[src/rtl/lcd_ctl_pkg.sv]
package lcd_ctl_pkg;

  typedef enum logic [1:0] {
    TGT_DISP = 2'd0,
    TGT_GLYPH = 2'd1,
    TGT_ATTR = 2'd2,
    TGT_RSVD = 2'd3
  } acc_tgt_e;

  localparam logic [5:0] MODE_PAT = 6'b000001;
  localparam logic [4:0] VIS_PAT = 5'b00001;

endpackage

[src/rtl/lcd_cmd_decode.sv]
module lcd_cmd_decode (
  input  logic       wr_stb,
  input  logic       rs1,
  input  logic       rs0,
  input  logic       rw,
  input  logic [7:0] data,
  input  logic       busy,
  output logic       mode_wr,
  output logic       mode_inc,
  output logic       mode_scroll,
  output logic       vis_wr,
  output logic       vis_disp,
  output logic       vis_curs,
  output logic       vis_blink
);
  import lcd_ctl_pkg::*;

  logic cmd_slot;

  always_comb begin
    cmd_slot    = wr_stb && rs1 && !rs0 && !rw && !busy;
    mode_wr     = cmd_slot && (data[7:2] == MODE_PAT);
    vis_wr      = cmd_slot && (data[7:3] == VIS_PAT);
    mode_inc    = data[1];
    mode_scroll = data[0];
    vis_disp    = data[2];
    vis_curs    = data[1] && data[2];
    vis_blink   = data[0] && data[2];
  end

endmodule

[src/rtl/lcd_busy_timer.sv]
module lcd_busy_timer #(
  parameter int BUSY_CYC = 10
) (
  input  logic clk,
  input  logic rst,
  input  logic start,
  output logic busy
);
  localparam int CW = $clog2(BUSY_CYC + 1);

  logic [CW-1:0] remain;

  always_ff @(posedge clk) begin
    if (rst) begin
      remain <= '0;
    end else if (start) begin
      remain <= CW'(BUSY_CYC);
    end else if (remain != '0) begin
      remain <= remain - 1'b1;
    end
  end

  assign busy = (remain != '0);


  busy_rise_chk: assert property (@(posedge clk) disable iff (rst)
    start |=> busy);


  busy_fall_chk: assert property (@(posedge clk) disable iff (rst)
    $fell(busy) |-> $past(remain) == CW'(1));

endmodule

[src/rtl/lcd_pos_tracker.sv]
module lcd_pos_tracker #(
  parameter int AW       = 7,
  parameter int OW       = 6,
  parameter int LINE_LEN = 40
) (
  input  logic          clk,
  input  logic          rst,
  input  logic          inc,
  input  logic          scroll,
  input  logic          acc_vld,
  input  logic [1:0]    acc_tgt,
  input  logic          acc_rd,
  output logic [AW-1:0] addr,
  output logic [AW-1:0] cursor,
  output logic [OW-1:0] ofs
);
  import lcd_ctl_pkg::*;

  localparam logic [OW-1:0] OFS_LAST = OW'(LINE_LEN - 1);

  logic [AW-1:0] step;
  logic          scroll_hit;
  logic [OW-1:0] ofs_next;

  always_comb begin
    step       = inc ? AW'(1) : {AW{1'b1}};
    scroll_hit = scroll && (acc_tgt == TGT_DISP) && !acc_rd;
    if (inc) begin
      ofs_next = (ofs == OFS_LAST) ? '0 : ofs + 1'b1;
    end else begin
      ofs_next = (ofs == '0) ? OFS_LAST : ofs - 1'b1;
    end
  end

  always_ff @(posedge clk) begin
    if (rst) begin
      addr   <= '0;
      cursor <= '0;
      ofs    <= '0;
    end else if (acc_vld) begin
      addr <= addr + step;
      if (scroll_hit) begin
        ofs <= ofs_next;
      end else begin
        cursor <= cursor + step;
      end
    end
  end


  scroll_cursor_hold_chk: assert property (@(posedge clk) disable iff (rst)
    (acc_vld && scroll_hit) |=> $stable(cursor));


  no_scroll_ofs_hold_chk: assert property (@(posedge clk) disable iff (rst)
    (acc_vld && !scroll) |=> $stable(ofs));


  idle_hold_chk: assert property (@(posedge clk) disable iff (rst)
    !acc_vld |=> ($stable(addr) && $stable(cursor) && $stable(ofs)));


  ofs_range_chk: assert property (@(posedge clk) disable iff (rst)
    ofs <= OFS_LAST);

endmodule

[src/rtl/lcd_entry_disp_ctl.sv]
module lcd_entry_disp_ctl #(
  parameter int AW       = 7,
  parameter int OW       = 6,
  parameter int LINE_LEN = 40,
  parameter int BUSY_CYC = 10
) (
  input  logic          clk,
  input  logic          rst,
  input  logic          wr_stb,
  input  logic          rs1,
  input  logic          rs0,
  input  logic          rw,
  input  logic [7:0]    data,
  input  logic          acc_vld,
  input  logic [1:0]    acc_tgt,
  input  logic          acc_rd,
  output logic [AW-1:0] addr,
  output logic [AW-1:0] cursor,
  output logic [OW-1:0] shift_ofs,
  output logic          disp_on,
  output logic          cursor_on,
  output logic          blink_on,
  output logic          busy
);

  logic mode_wr, mode_inc, mode_scroll;
  logic vis_wr, vis_disp, vis_curs, vis_blink;
  logic inc_q, scroll_q;

  lcd_cmd_decode u_dec (
    .wr_stb      (wr_stb),
    .rs1         (rs1),
    .rs0         (rs0),
    .rw          (rw),
    .data        (data),
    .busy        (busy),
    .mode_wr     (mode_wr),
    .mode_inc    (mode_inc),
    .mode_scroll (mode_scroll),
    .vis_wr      (vis_wr),
    .vis_disp    (vis_disp),
    .vis_curs    (vis_curs),
    .vis_blink   (vis_blink)
  );

  lcd_busy_timer #(.BUSY_CYC(BUSY_CYC)) u_busy (
    .clk   (clk),
    .rst   (rst),
    .start (mode_wr || vis_wr),
    .busy  (busy)
  );

  always_ff @(posedge clk) begin
    if (rst) begin
      inc_q     <= 1'b1;
      scroll_q  <= 1'b0;
      disp_on   <= 1'b0;
      cursor_on <= 1'b0;
      blink_on  <= 1'b0;
    end else begin
      if (mode_wr) begin
        inc_q    <= mode_inc;
        scroll_q <= mode_scroll;
      end
      if (vis_wr) begin
        disp_on   <= vis_disp;
        cursor_on <= vis_curs;
        blink_on  <= vis_blink;
      end
    end
  end

  lcd_pos_tracker #(.AW(AW), .OW(OW), .LINE_LEN(LINE_LEN)) u_pos (
    .clk     (clk),
    .rst     (rst),
    .inc     (inc_q),
    .scroll  (scroll_q),
    .acc_vld (acc_vld),
    .acc_tgt (acc_tgt),
    .acc_rd  (acc_rd),
    .addr    (addr),
    .cursor  (cursor),
    .ofs     (shift_ofs)
  );


  cursor_gate_chk: assert property (@(posedge clk) disable iff (rst)
    cursor_on |-> disp_on);


  blink_gate_chk: assert property (@(posedge clk) disable iff (rst)
    blink_on |-> disp_on);


  busy_ignore_chk: assert property (@(posedge clk) disable iff (rst)
    (busy && wr_stb) |=> ($stable(disp_on) && $stable(cursor_on) && $stable(blink_on) && $stable(inc_q) && $stable(scroll_q)));


  non_cmd_ignore_chk: assert property (@(posedge clk) disable iff (rst)
    (!busy && wr_stb && (rw || rs0 || !rs1)) |=> !busy);

endmodule

[config.mk]
export PLATFORM = sky130hd
export DESIGN_NAME = lcd_entry_disp_ctl
export DESIGN_NICKNAME = d
export VERILOG_FILES = /design/src/rtl/lcd_ctl_pkg.sv /design/src/rtl/lcd_cmd_decode.sv /design/src/rtl/lcd_busy_timer.sv /design/src/rtl/lcd_pos_tracker.sv /design/src/rtl/lcd_entry_disp_ctl.sv
export SDC_FILE = /design/constraint.sdc
export NUM_CORES = 1
export LEC_CHECK = 0
export ABC_CLOCK_PERIOD_IN_PS = 3600
export BUFFER_PORTS_ARGS = -buffer_cell sky130_fd_sc_hd__buf_2
export CORE_AREA = 2 2 74 76
export DETAILED_ROUTE_END_ITERATION = 8
export DIE_AREA = 0 0 76 78
export MAX_ROUTING_LAYER = met4
export SYNTH_ARGS = -nofsm -noshare
export SYNTH_HDL_FRONTEND = slang
export SYNTH_HIERARCHICAL = 1
export SYNTH_SLANG_ARGS = --single-unit
[constraint.sdc]
create_clock -name clk -period 3.6 [get_ports clk]
set_input_delay 0.72 -clock clk [delete_from_list [all_inputs] [get_ports clk]]
set_output_delay 0.72 -clock clk [all_outputs]
set_load 0.03 [all_outputs]
==> reports/metrics.csv <==
stage,metric,value,unit
power_and_ir_drop,clkPwrFrac,42.1,%
cts,clock-root-buffer,clkbuf_8,
run,maxCapViolations,0,
logic_synthesis,syn_nets,265,
global_routing,grt_max_degree,36,
power_and_ir_drop,pwr_density_cell,306,nW/um2
cts,clock-sinks,29,
drt,drc,0,
die,start_util,38.9,%
logic_synthesis,synth_area,1960,um2
cts,cts_setup_buffers,0,
finish,nets,301,
cts,cts_tree,yes,
logic_synthesis,async_flop_share,0,%
sta,setup_tns,0,ns
die,rows,26,
power_and_ir_drop,comb_power_share,10.4,%
setup_path,cp-end-kind,register,
worst_hold_path,worstHoldPathCells,2,
logic_synthesis,ys.warnings.count,6,
drt,num_vias,1850,
drt,highest_layer,met4,
cts,htree_levels,2,
sta,max-slew-margin-rel,56.5,%
die,dieWidth,76,um
setup_path,cp-startpoint,inc_q,
global_routing,grt_pass1_vias,1681,
worst_hold_path,hp-start,u_pos/addr[4],
cts,cts_hold_buf,0,
finish,filler_cell_count,523,
logic_synthesis,ys_top_cells_by_area,"dfxtp_1, ha_1, nor2_1",
placed_design,port-buffer-count,41,
sta,worst_slack,1.26,ns
drt,wl_met1,2.25,mm
drt,wl_met2,2.05,mm
global_routing,track_usage,16.6,%
global_routing,grt_pass1_wl,7.80,mm
finish,drive_gt1_share,22.7,%
drt,ant_nets,0,
finish,area_delta_synth_final,17.5,%
sta,min_period,2.34,ns
sta,finalSetupViolations,0,
power_and_ir_drop,p_seq_share,47.5,%
sta,hold_viol,0,
power_and_ir_drop,switchingPower,0.000178,W
logic_synthesis,syn_avg_cell_area,8.45,um2
cts,cts_made_buffers,5,
setup_path,reg2reg_depth,6,
power_and_ir_drop,p_sw_share,25.2,%
drt,viasPerCell,5.46,
placed_design,place_congestion,0.740,
placed_design,place_ws,1.18,ns
drt,drt-total-wl,4.58,mm
power_and_ir_drop,p_leak,1.05,nW
global_routing,grt.overflow.total,0,
sta,finClkSkew,0.00412,ns
drt,wl_met3,196,um
power_and_ir_drop,peakVddDrop,0.000175,V
sta,period_share,65.1,%
setup_path,start_kind,register,
outcome,status,finished clean,
global_routing,grt_antenna_before_repair,0,
placed_design,postPlaceCellArea,2200,um2
drt,wl_per_cell,13.5,um
logic_synthesis,synth_edf_count,0,
placed_design,dp_hpwl,3.12,mm
worst_hold_path,hold_class,register to register,
logic_synthesis,synth_top_flop_cell,dfxtp_1,
setup_path,critical_path.max_fanout,16,
logic_synthesis,yosysTopAreaCellShare,29.6,%
logic_synthesis,synth_top_cell_by_area,dfxtp_1,
setup_path,path_class,register to register,
setup_path,cp.arrival,2.51,ns
logic_synthesis,syn_inst,232,
cts,cts_buffer_depth,2,
cts,insertion_delay,0.28,ns
sta,slew_violations,0,
sta,rsz0062_at_grt,no,
logic_synthesis,ys_types,50,
cts,cts.repair.resized,0,
die,dieArea,5930,um2
sta,fmax,426,MHz
die,core_area,5040,um2
finish,final_util,45.7,%
die,io_pins,42,
finish,final_area,2300,um2
drt,drtIter0Drc,139,
drt,drtPass1Iterations,4,
power_and_ir_drop,intPower,0.000526,W
logic_synthesis,ys_seq_area_share,29.6,%
die,dieHeight,78,um
power_and_ir_drop,finalPower,0.000704,W
sta,tightestPinTransition,0.652,ns
setup_path,required,3.77,ns
setup_path,regToRegStartpoint,inc_q,
logic_synthesis,yosys_register_bits,29,
cts,clk_pin_slew,0.06,ns
finish,diodes,0,
final cells by class:
| cell class | count | area [um2] | share of cell area (%) |
|---|---|---|---|
| multi-input cells | 180 | 1280 | 55.6 |
| flip-flops and latches | 29 | 581 | 25.2 |
| repair buffers | 43 | 220 | 9.56 |
| clock buffers | 7 | 96.3 | 4.18 |
| well taps | 70 | 87.6 | 3.80 |
| inverters | 9 | 33.8 | 1.47 |
| clock inverters | 1 | 5.00 | 0.217 |
sequential cells by signal (all words and copies together), names as in the netlist:
register and count:
u_pos/addr 7, u_pos/cursor 7, u_pos/ofs 6, u_busy/remain 4, blink_on 1, cursor_on 1
disp_on 1, inc_q 1, scroll_q 1
metrics by stage:
stage / cells / hold WS, ns
detailed placement: 331 / 0.486
global placement: 331 / 0.489
floorplan: 232 / 0.466
CTS: 339 / 0.496
finish: 339 / 0.494
global route: 339 / 0.524
path summary, 6_finish.rpt:
path	end	slack, ns
worst max-delay path	u_pos/addr[6]	1.26
worst min-delay path	u_pos/addr[4]	0.49
worst max register to register	u_pos/addr[6]	1.26
worst min register to register	u_pos/addr[4]	0.49
worst max-delay path: stages, from the launching register on:
cell and delay, ns:
dfxtp_1 0.31, inv_1 0.43, ha_1 0.40, a211o_1 0.33
nor3b_1 0.14, a211oi_1 0.25, mux2_2 0.36
Yosys cell counts (all sizes together) (6+ instances only):
master  instances
a211oi          7
a21oi          13
dfxtp          29
nand3          12
nand2           7
o21ai          10
ha             13
xor2            6
buf             7
clkbuf          7
mux2i           7
nor2           22
a31oi           7
nor4            9
nor3            7
inv             8
nand2b          6
power groups by stage:
stage / sequential (W) / combinational, W / clock, W
final: 0.000335 / 0.0000732 / 0.000296
after global routing: 0.000336 / 0.0000813 / 0.000324
after CTS: 0.000335 / 0.0000738 / 0.000308
after detailed placement: 0.000342 / 0.0000732 / 0
after global placement: 0.000342 / 0.0000722 / 0
after floorplan: 0.000354 / 0.0000372 / 0
cells by family after synthesis:
family	Yosys count	synth area share, %
XOR/XNOR	9	4.02
multiplexers	8	4.15
flip-flops	29	29.6
AND/OR/NAND/NOR	93	28.2
buffers and inverters	23	5.11
adder cells (fa/ha/maj)	15	10.3
AO/OA/AOI/OAI	55	18.6
placed cells by master (no fill, tap or decap), types with 3 or more instances in the layout:
master,count
nand3_1,12
xnor2_1,3
a21o_1,4
inv_1,8
nor2b_1,3
a211o_1,4
a31oi_1,7
clkbuf_8,7
buf_2,41
or4_1,4
mux2i_1,7
ha_1,13
nand2b_1,6
nor3b_1,3
a21oi_1,13
nand4_1,4
nor4_1,7
dfxtp_1,29
nor3_1,6
a211oi_1,7
and3_1,4
nor2_1,21
o21ai_0,10
xor2_1,6
nand2_1,6
metal layers:
layer,up-vias,track usage (%)
met4,0,6.00
met3,8,4.30
met1,862,20.7
met2,38,26.2
met5,-,-
li1,942,-
No activity file was read; power rests on OpenSTA's default activity.
